$ cat config.mk
export PLATFORM = sky130hd
export DESIGN_NAME = dual_perf_counters
export DESIGN_NICKNAME = d
export VERILOG_FILES = /design/src/rtl/pmu_pkg.sv /design/src/rtl/pmu_event_derive.sv /design/src/rtl/pmu_event_mux.sv /design/src/rtl/pmu_counter.sv /design/src/rtl/dual_perf_counters.sv
export SDC_FILE = /design/constraint.sdc
export NUM_CORES = 1
export LEC_CHECK = 0
export BUFFER_PORTS_ARGS = -buffer_cell sky130_fd_sc_hd__clkbuf_2
export CAP_MARGIN = 30
export CORE_UTILIZATION = 52
export DETAILED_ROUTE_END_ITERATION = 10
export GPL_TIMING_DRIVEN = 1
export PLACE_DENSITY = 0.74
export SETUP_SLACK_MARGIN = 0.02
export SKIP_CTS_REPAIR_TIMING = 1
export SYNTH_ARGS = -nofsm -noshare
export SYNTH_HDL_FRONTEND = slang
export SYNTH_SLANG_ARGS = --single-unit
$ cat constraint.sdc
create_clock -name clk -period 2.34 [get_ports clk]
set_input_delay 0.117 -clock clk [delete_from_list [all_inputs] [get_ports clk]]
set_output_delay 0.117 -clock clk [all_outputs]
set_load 0.03 [all_outputs]
$ cat src/rtl/pmu_pkg.sv
package pmu_pkg;

    localparam int SEL_W = 6;

    localparam logic [SEL_W-1:0] EV_CYCLE  = 6'd0;
    localparam logic [SEL_W-1:0] EV_INSTR  = 6'd1;
    localparam logic [SEL_W-1:0] EV_BRANCH = 6'd2;
    localparam logic [SEL_W-1:0] EV_DTLB   = 6'd6;
    localparam logic [SEL_W-1:0] EV_STALL  = 6'd18;
    localparam logic [SEL_W-1:0] EV_OCC_A  = 6'd50;
    localparam logic [SEL_W-1:0] EV_OCC_B  = 6'd51;
    localparam logic [SEL_W-1:0] EV_LAT    = 6'd61;

    typedef struct packed {
        logic instr;
        logic branch;
        logic mispred;
        logic dtlb_cnt;
        logic stall_any;
        logic occ_low;
        logic occ_mid;
        logic occ_high;
        logic lat_busy;
        logic lat_req;
    } evt_bus_t;

endpackage

$ cat src/rtl/pmu_event_derive.sv
module pmu_event_derive
    import pmu_pkg::*;
#(
    parameter int QDEPTH = 16,
    parameter int OCC_W  = $clog2(QDEPTH + 1)
) (
    input  logic             clk,
    input  logic             rst_n,
    input  logic             instr_done,
    input  logic             branch_done,
    input  logic             branch_mispred,
    input  logic             dtlb_miss,
    input  logic             dtlb_refill,
    input  logic             stall_fetch,
    input  logic             stall_lsu,
    input  logic [OCC_W-1:0] q_fill,
    input  logic             miss_start,
    input  logic             miss_cacheable,
    input  logic             crit_return,
    output evt_bus_t         evt
);

    localparam int QUART = QDEPTH / 4;
    localparam int HALF  = QDEPTH / 2;

    typedef struct packed {
        logic pend;
        logic busy;
    } dstate_t;

    dstate_t st_d, st_q;
    logic    req_c;

    always_comb begin
        req_c     = miss_start & miss_cacheable;
        st_d.pend = (st_q.pend & ~dtlb_refill) | dtlb_miss;
        st_d.busy = (st_q.busy & ~crit_return) | req_c;

        evt           = '0;
        evt.instr     = instr_done;
        evt.branch    = branch_done;
        evt.mispred   = branch_mispred;
        evt.dtlb_cnt  = dtlb_miss & ~st_q.pend;
        evt.stall_any = stall_fetch | stall_lsu;
        evt.occ_low   = q_fill <  OCC_W'(QUART);
        evt.occ_mid   = (q_fill >= OCC_W'(QUART)) && (q_fill <= OCC_W'(HALF));
        evt.occ_high  = q_fill >  OCC_W'(HALF);
        evt.lat_busy  = st_q.busy;
        evt.lat_req   = req_c;
    end

    always_ff @(posedge clk or negedge rst_n) begin
        if (!rst_n) st_q <= '0;
        else        st_q <= st_d;
    end

    AST_DTLB_CHAIN: assert property (@(posedge clk) disable iff (!rst_n)
        (dtlb_miss && !dtlb_refill) |=> !evt.dtlb_cnt || !dtlb_miss);

    AST_LAT_ENDS: assert property (@(posedge clk) disable iff (!rst_n)
        (crit_return && !miss_start) |=> !evt.lat_busy);

endmodule

$ cat src/rtl/pmu_event_mux.sv
module pmu_event_mux
    import pmu_pkg::*;
#(
    parameter int CTR_IDX = 0
) (
    input  logic [SEL_W-1:0] sel,
    input  evt_bus_t         evt,
    output logic             hit
);

    logic hit0_c, hit1_c;

    always_comb begin
        unique case (sel)
            EV_CYCLE:  hit0_c = 1'b1;
            EV_INSTR:  hit0_c = evt.instr;
            EV_BRANCH: hit0_c = evt.branch;
            EV_STALL:  hit0_c = evt.stall_any;
            EV_OCC_A:  hit0_c = evt.occ_low;
            EV_OCC_B:  hit0_c = evt.occ_high;
            EV_LAT:    hit0_c = evt.lat_busy;
            default:   hit0_c = 1'b0;
        endcase
        unique case (sel)
            EV_CYCLE:  hit1_c = 1'b1;
            EV_INSTR:  hit1_c = evt.instr;
            EV_BRANCH: hit1_c = evt.mispred;
            EV_DTLB:   hit1_c = evt.dtlb_cnt;
            EV_OCC_A:  hit1_c = evt.occ_mid;
            EV_LAT:    hit1_c = evt.lat_req;
            default:   hit1_c = 1'b0;
        endcase
        hit = (CTR_IDX == 0) ? hit0_c : hit1_c;
    end

endmodule

$ cat src/rtl/pmu_counter.sv
module pmu_counter
    import pmu_pkg::*;
#(
    parameter int CNT_W = 32
) (
    input  logic             clk,
    input  logic             rst_n,
    input  logic             cfg_we,
    input  logic             cnt_we,
    input  logic [CNT_W-1:0] wdata,
    input  logic             hit,
    output logic [SEL_W-1:0] sel,
    output logic             en,
    output logic [CNT_W-1:0] cnt,
    output logic             ovf
);

    typedef struct packed {
        logic             en;
        logic [SEL_W-1:0] sel;
        logic [CNT_W-1:0] cnt;
        logic             ovf;
    } cstate_t;

    cstate_t st_d, st_q;

    always_comb begin
        st_d = st_q;
        if (cfg_we) begin
            st_d.en  = wdata[SEL_W];
            st_d.sel = wdata[SEL_W-1:0];
        end
        if (cnt_we) begin
            st_d.cnt = wdata;
            st_d.ovf = 1'b0;
        end else if (st_q.en && hit) begin
            st_d.cnt = st_q.cnt + 1'b1;
            if (&st_q.cnt) st_d.ovf = 1'b1;
        end
    end

    always_ff @(posedge clk or negedge rst_n) begin
        if (!rst_n) st_q <= '0;
        else        st_q <= st_d;
    end

    assign sel = st_q.sel;
    assign en  = st_q.en;
    assign cnt = st_q.cnt;
    assign ovf = st_q.ovf;

    AST_WRITE_WINS: assert property (@(posedge clk) disable iff (!rst_n)
        cnt_we |=> cnt == $past(wdata));

    AST_HOLD_OFF: assert property (@(posedge clk) disable iff (!rst_n)
        (!en && !cnt_we) |=> $stable(cnt));

    AST_OVF_STICKY: assert property (@(posedge clk) disable iff (!rst_n)
        (ovf && !cnt_we) |=> ovf);

    AST_STEP_ONE: assert property (@(posedge clk) disable iff (!rst_n)
        !cnt_we |=> (cnt == $past(cnt) || cnt == $past(cnt) + 1'b1));

endmodule

$ cat src/rtl/dual_perf_counters.sv
module dual_perf_counters
    import pmu_pkg::*;
#(
    parameter int CNT_W  = 32,
    parameter int QDEPTH = 16,
    localparam int OCC_W = $clog2(QDEPTH + 1),
    localparam int NCTR  = 2
) (
    input  logic             clk,
    input  logic             rst_n,
    input  logic             instr_done,
    input  logic             branch_done,
    input  logic             branch_mispred,
    input  logic             dtlb_miss,
    input  logic             dtlb_refill,
    input  logic             stall_fetch,
    input  logic             stall_lsu,
    input  logic [OCC_W-1:0] q_fill,
    input  logic             miss_start,
    input  logic             miss_cacheable,
    input  logic             crit_return,
    input  logic             reg_we,
    input  logic [1:0]       reg_addr,
    input  logic [CNT_W-1:0] reg_wdata,
    input  logic [1:0]       reg_raddr,
    output logic [CNT_W-1:0] reg_rdata,
    output logic [NCTR-1:0]  ovf
);

    evt_bus_t         evt;
    logic [SEL_W-1:0] sel_w [NCTR];
    logic             en_w  [NCTR];
    logic [CNT_W-1:0] cnt_w [NCTR];
    logic             hit_w [NCTR];

    pmu_event_derive #(.QDEPTH(QDEPTH), .OCC_W(OCC_W)) u_derive (
        .clk(clk), .rst_n(rst_n),
        .instr_done(instr_done), .branch_done(branch_done),
        .branch_mispred(branch_mispred),
        .dtlb_miss(dtlb_miss), .dtlb_refill(dtlb_refill),
        .stall_fetch(stall_fetch), .stall_lsu(stall_lsu),
        .q_fill(q_fill),
        .miss_start(miss_start), .miss_cacheable(miss_cacheable),
        .crit_return(crit_return),
        .evt(evt)
    );

    for (genvar i = 0; i < NCTR; i++) begin : g_ctr
        pmu_event_mux #(.CTR_IDX(i)) u_mux (
            .sel(sel_w[i]), .evt(evt), .hit(hit_w[i])
        );
        pmu_counter #(.CNT_W(CNT_W)) u_cnt (
            .clk(clk), .rst_n(rst_n),
            .cfg_we(reg_we && reg_addr == 2'(i)),
            .cnt_we(reg_we && reg_addr == 2'(2 + i)),
            .wdata(reg_wdata),
            .hit(hit_w[i]),
            .sel(sel_w[i]), .en(en_w[i]), .cnt(cnt_w[i]), .ovf(ovf[i])
        );
    end

    always_comb begin
        unique case (reg_raddr)
            2'd0:    reg_rdata = {{(CNT_W-SEL_W-1){1'b0}}, en_w[0], sel_w[0]};
            2'd1:    reg_rdata = {{(CNT_W-SEL_W-1){1'b0}}, en_w[1], sel_w[1]};
            2'd2:    reg_rdata = cnt_w[0];
            default: reg_rdata = cnt_w[1];
        endcase
    end

endmodule

=== Word level (Yosys, flattened, before mapping) ===
Cells that the tools add are included.

* Register bits: 82
* Latch bits: 0
* Memory bits (writable): 0
* Bits in read-only memories: 0
* Input port bits: 54
* Output and inout port bits: 34
* Logic and storage cells: 70
* Memories kept: 0

* Add/subtract/negate cells: 2
* $mul: 0
* Div/mod/pow operators: 0
* Order comparisons: 4
* Eq/ne operators: 16
* Shift-type cells: 0
* Multiplexer cells: 9
* Bitwise operators: 10
* Reduce and logical (&&, ||, !) cells: 19

{| class="wikitable"
|+ Operators by type and width
! kind !! count
|-
| 33-bit two-way mux || 4
|-
| 32-bit one-hot mux with 3 select lines || 1
|-
| 32-bit by 1-bit adder with 32-bit output (second input constant) || 2
|-
| 32-bit AND reduction || 2
|-
| 6-bit equality test (second input constant) || 5
|-
| 6-bit by 1-bit equality test with 1-bit output (second input constant) || 2
|-
| 6-bit by 2-bit equality test with 1-bit output (second input constant) || 2
|-
| 6-bit logical NOT || 2
|-
| 2-bit nonzero test || 4
|-
| 1-bit logical AND || 7
|-
| 1-bit one-hot mux with 7 select lines || 1
|-
| 2-bit equality test (second input constant) || 3
|-
| 6-bit by 3-bit equality test with 1-bit output (second input constant) || 1
|-
| 6-bit by 5-bit equality test with 1-bit output (second input constant) || 1
|-
| 1-bit one-hot mux with 6 select lines || 1
|-
| 5-bit by 3-bit greater-or-equal comparator with 1-bit output (second input constant) || 1
|-
| 5-bit by 4-bit greater-than comparator with 1-bit output (second input constant) || 1
|-
| 5-bit by 4-bit <= comparator with 1-bit output (second input constant) || 1
|-
| 5-bit by 3-bit less-than comparator with 1-bit output (second input constant) || 1
|-
| 1-bit bitwise AND || 4
|-
| 2-bit by 1-bit equality test with 1-bit output (second input constant) || 2
|-
| 2-bit logical NOT || 2
|-
| 2-bit AND reduction || 2
|-
| 1-bit inverter || 3
|-
| other kinds (2) || 5
|}

=== Logic depth before layout (Yosys ltp) ===
* Word-level depth: 6
* Depth in mapped cells: 9
* Mapped depth without buffers: 7

=== By module ===
Synthesis repeated with hierarchy kept, for this count alone.

* Cells, all modules: 552
* Area total of the unflattened synthesis: 5,250.0 µm²

{| class="wikitable"
|+ Modules (own cells, without submodules)
! module !! times used !! cells each !! area an instance (µm²) !! sequential area each (µm²)
|-
| pmu_counter || 2 || 220 || 2,134.5 || 1,001.0
|-
| dual_perf_counters || 1 || 69 || 648.1 || 0.0
|-
| pmu_event_derive || 1 || 20 || 167.7 || 50.0
|-
| pmu_event_mux at g_ctr[1].u_mux || 1 || 11 || 83.8 || 0.0
|-
| pmu_event_mux at g_ctr[0].u_mux || 1 || 12 || 81.3 || 0.0
|}

=== Worst setup path after synthesis ===
No wires, ideal clock.

* Path kind: register to register
* Start: register g_ctr[1].u_cnt.st_q, in the netlist g_ctr[1].u_cnt.cnt[2]
* End: register g_ctr[1].u_cnt.st_q, in the netlist g_ctr[1].u_cnt.cnt[28]
* Library setup time: 0.082 ns
* Data arrival time: 2.201 ns
* Data required time: 2.258 ns
* Path slack: 0.057 ns
* Stages on the path, launching flop included: 10
* Buffers on the path: 3
* Period minus slack after synthesis: 2.283 ns
* Cell sequence: dfrtp_1 buf_4 and4_4 nand4_4 or3_1 buf_2 or3_1 buf_2 or4_1 a31oi_1

* Longest elaborated chain between the ends: 3

{| class="wikitable"
|+ Ends and longest elaborated chain
! what !! line !! text
|-
| from (decl) || pmu_counter.sv:25 || <nowiki>cstate_t st_d, st_q;</nowiki>
|-
| from (signal assigned) || pmu_counter.sv:44 || <nowiki>else st_q <= st_d;</nowiki>
|-
| 32-bit by 1-bit adder with 32-bit output || pmu_counter.sv:37 || <nowiki>st_d.cnt = st_q.cnt + 1'b1;</nowiki>
|-
| 33-bit two-way mux || pmu_counter.sv:36 || <nowiki>end else if (st_q.en && hit) begin</nowiki>
|-
| 33-bit two-way mux || pmu_counter.sv:33 || <nowiki>if (cnt_we) begin</nowiki>
|}

No other way between the ends. The select of a mux whose other input is x is not followed.
A chain may end at the register's enable or synchronous reset.

=== Final worst setup path ===
* Start: register g_ctr[1].u_cnt.st_q, in the netlist g_ctr[1].u_cnt.sel[4]
* End: register g_ctr[1].u_cnt.st_q, in the netlist g_ctr[1].u_cnt.cnt[11]

* Longest elaborated chain between the ends: 4
* Elaborated cells on any way between the ends: 9
* Classes of those cells: eq/ne: 5; mux: 1; reduce/logical: 3

{| class="wikitable"
|+ Ends and longest elaborated chain
! what !! line !! text
|-
| 6-bit equality test, or another cell as far along || n/a ||
|-
| 1-bit one-hot mux with 6 select lines (*) || pmu_event_mux.sv:24 || <nowiki>unique case (sel)</nowiki>
|-
| 1-bit logical AND (*) || pmu_counter.sv:36 ||
|-
| 2-bit nonzero test (no line) (*) || n/a ||
|}

Mark *: on every way between the ends. The rest lies on a longest branch, timed or not.

==> results.md <==
* Run status: complete, but fails checks
* Failing checks: hold timing
* Utilization of the core after routing at between 70% and 80%
* Total number of vias at around 5600
* Half-perimeter wire length after placement at 11770 um
* Number of fill cells in the layout at 770
* Yosys Warn Count at 0
* Number of top-level design ports at 88
* Final Cycle Share at 99.15%
* Antenna fix cells at 0
* Fraction of layout cells with a size suffix above 1 at a little under a third
* Setup slack of the most critical reg-to-reg path at 0.02 ns
* Number of hold-slack violations in the final timing report at 6
* Worst hold path class: input port to flop
* Vias in the first global route at ~5200
* Floorplan die width at between 100 and 150 um
* Unrepaired setup endpoints after global routing: true
* Number of max-capacitance violations reported at 0
* Area share of the largest cell type after synthesis at between 30 and 40%
* Number of nets in the layout at between 800 and 900
* Measured slew at the worst slew-check pin at 0.7782 ns
* Endpoint type of the worst setup path: flop
* # port buffers at 87
* Multi-input logic area at approximately 0.0033 mm2
* Layout Cell Area excl Fill at slightly above 0.007 mm2
* Sequential-to-total area share from yosys stat at 37.83%
* Commonest cells in the synthesized netlist: sky130_fd_sc_hd__dfrtp_1, sky130_fd_sc_hd__nand2_1, sky130_fd_sc_hd__nor2_1
* Clock-pin slew reported for the worst setup and hold paths after clock tree synthesis at roughly 0.090 ns
* Endpoint required time on the critical path at approximately 2.6 ns
* Synthesized netlist net count at ~670
* Critical Path Start Type: flop
* Top cell type by total area after synthesis: sky130_fd_sc_hd__dfrtp_1
* Std-Cell Core Area at 0.009955 mm2
* Post-Synthesis Cells at approximately 600
* Setup TNS after final layout at 0 ns
* Routed length per placed instance at ~19 um
* Most used DFF post-synth: sky130_fd_sc_hd__dfrtp_1
* Number of sinks handled by clock tree synthesis at slightly above 80
* Die Y at approximately 100 um
* Crit path max fanout at 6
* Leftover overflow at the end of global routing at 0
* Cell Rows at 36
* WS Path Type: flop to flop
* Smallest hold slack at -0.01481 ns
* Synthesized cell area at ~0.0054 mm2
* Worst Skew at 0.01368 ns
* Count of distinct cell types in the synthesized netlist at just under 60
* First-iteration detailed-routing DRC count at about 430
* Fraction of registers with async set/reset at 100.0%
* Slew Limit Fails at 0
* Global-route wire length before repair at roughly 26000 um
* Pin count of the biggest net entering global routing at between 40 and 50
* VDD IR-drop max at 0.4002 mV
* Total wire length after detailed routing at ~17000 um
* CTS HTree Levels at 3
* Number of antenna violations at the first check in global routing at 0
* Tmin final at around 2.3 ns
* Latest clock arrival within the worst-skew pair at 0.37 ns
* Max Clk Rate at 0.4310 GHz
* Power Density at 684.3 mW/mm2
* Area added between synthesis and finish at 29.99%
* Floorplan die area at between 0.01 and 0.015 mm2
* Number of endpoints failing setup at the final stage at 0
* Initial core utilization at between 50% and 60%
* Synth Register Bits at slightly above 80
* Total global routing track utilization at between 30% and 40%
* Synth top area cells: sky130_fd_sc_hd__dfrtp_1, sky130_fd_sc_hd__mux2i_1, sky130_fd_sc_hd__nand2_1
* Library cell used as clock root buffer: sky130_fd_sc_hd__clkbuf_8
* Relative slew slack at about 48%
* Most frequent cell after synthesis: sky130_fd_sc_hd__dfrtp_1
* EDFF count, synth at 0
* Router iterations before antenna repair at 5
* Instance area after placement at roughly 0.0064 mm2
* Number of buffers added by the clock tree synthesis step at 9
* CTS tree: done
* Register Area at 0.002061 mm2
* Maximum root-to-sink buffer count at 2
* Weighted congestion reported at the end of routability-driven placement at between 0.8 and 0.9
* Vias per inst at 6.324
* Remaining antenna violation count after routing at 0
* Arrival time at the worst endpoint at 2.60 ns
* Mean cell area of the mapped netlist at a little under 9 um2
* DR DRC count at 0
* Leakage power total at 0.002935 uW
state kept, by name, summed over array words and instances, names as in the netlist:
register         flops
g_ctr.u_cnt.en       2
g_ctr.u_cnt.ovf      2
u_derive.evt         1
g_ctr.u_cnt.cnt     64
g_ctr.u_cnt.sel     12
u_derive.st_q        1
final cells by class:
cell class / instances / area share (%)
Clock buffer: 10 / 1.952
Inverter: 13 / 0.6921
Sequential cell: 82 / 29.23
Tap cell: 133 / 2.360
Timing Repair Buffer: 175 / 17.46
Multi-Input combinational cell: 473 / 47.05
Clock inverter: 6 / 1.260
layout by cell type, fill, tap and decap left out, types with 3 or more instances in the layout:
master	count
sky130_fd_sc_hd__clkbuf_8	10
sky130_fd_sc_hd__dfrtp_2	7
sky130_fd_sc_hd__nor3b_1	4
sky130_fd_sc_hd__nand2_1	58
sky130_fd_sc_hd__nor2_1	49
sky130_fd_sc_hd__o211ai_1	3
sky130_fd_sc_hd__mux2_2	13
sky130_fd_sc_hd__dlygate4sd3_1	11
sky130_fd_sc_hd__or4_1	17
sky130_fd_sc_hd__and3_1	11
sky130_fd_sc_hd__o2111ai_1	4
sky130_fd_sc_hd__nor3_1	9
sky130_fd_sc_hd__and2_1	4
sky130_fd_sc_hd__o21ai_1	28
sky130_fd_sc_hd__a211oi_1	3
sky130_fd_sc_hd__buf_12	5
sky130_fd_sc_hd__or3_1	10
sky130_fd_sc_hd__o31ai_1	18
sky130_fd_sc_hd__a21oi_1	13
sky130_fd_sc_hd__a31oi_1	31
sky130_fd_sc_hd__clkbuf_2	86
sky130_fd_sc_hd__a2111oi_1	4
sky130_fd_sc_hd__o31ai_2	4
sky130_fd_sc_hd__xor2_1	4
sky130_fd_sc_hd__and4_1	4
sky130_fd_sc_hd__nand4_1	16
sky130_fd_sc_hd__nor2b_1	27
sky130_fd_sc_hd__xnor2_1	20
sky130_fd_sc_hd__inv_1	13
sky130_fd_sc_hd__or4_4	5
sky130_fd_sc_hd__mux2i_1	30
sky130_fd_sc_hd__mux4_2	7
sky130_fd_sc_hd__dfrtp_1	75
sky130_fd_sc_hd__o21ai_0	7
sky130_fd_sc_hd__a21o_1	3
sky130_fd_sc_hd__nand3_1	20
sky130_fd_sc_hd__buf_4	69
worst paths after layout:
| check | end | cells after the start | from |
|---|---|---|---|
| min in group asynchronous | g_ctr[1].u_cnt.sel[3] | 2 | rst_n |
| setup / recovery | g_ctr[1].u_cnt.cnt[11] | 7 | g_ctr[1].u_cnt.sel[4] |
| max in group asynchronous | g_ctr[1].u_cnt.cnt[14] | 3 | rst_n |
| hold / removal | g_ctr[0].u_cnt.cnt[24] | 3 | reg_wdata[24] |
| hold reg to reg | g_ctr[1].u_cnt.ovf | 1 | g_ctr[1].u_cnt.ovf |
| setup reg to reg | g_ctr[1].u_cnt.cnt[11] | 7 | g_ctr[1].u_cnt.sel[4] |
layer usage:
layer | share of wire (%) | vias to the layer above | wire length, um | track usage, %
li1 | - | 2572 | - | -
met1 | 43 | 2741 | 7383 | 40.85
met2 | 47 | 281 | 8147 | 49.90
met3 | 6.9 | 47 | 1179 | 3.509
met4 | 2.8 | 0 | 486 | 11.43
met5 | 0 | - | 0 | 0
stage by stage:
stage | total power [uW] | worst slack, ns | std cells | hold WS, ns
after floorplan | 2874 | 0.05675 | 610 | -0.1786
after global placement | 3424 | 0.02099 | 846 | 0.1824
after detailed placement | 3497 | -0.05202 | 846 | 0.1886
after CTS | 4681 | -0.06997 | 862 | -0.2099
after global routing | 5017 | -0.07730 | 892 | 0.0005687
final | 4825 | 0.01984 | 892 | -0.01481
worst max-delay path: stages, from the launching register on:
cell,delay [ns]
sky130_fd_sc_hd__dfrtp_2,0.46
sky130_fd_sc_hd__nor4_2,0.25
sky130_fd_sc_hd__and4b_1,0.26
sky130_fd_sc_hd__o211ai_1,0.16
sky130_fd_sc_hd__a2bb2oi_4,0.24
sky130_fd_sc_hd__buf_12,0.15
sky130_fd_sc_hd__or4b_1,0.50
sky130_fd_sc_hd__a31oi_1,0.20
cell families (layout without fill, tap and decap cells):
group,Yosys count,after routing,share of synthesized area [%]
AO/OA/AOI/OAI,139,139,16.79
XOR/XNOR,24,24,3.875
adder cells (fa/ha/maj),2,2,0.4613
buffers and inverters,55,204,4.083
flip-flops,82,82,37.83
multiplexers,51,51,11.35
AND/OR/NAND/NOR,257,257,25.61
report_power, final:
group | internal [uW] | switching, uW | leakage, uW
clock network | 632 | 570 | 0.000109
logic | 734 | 918 | 0.00189
registers | 1670 | 301 | 0.000938
No activity file was read; power rests on OpenSTA's default activity.
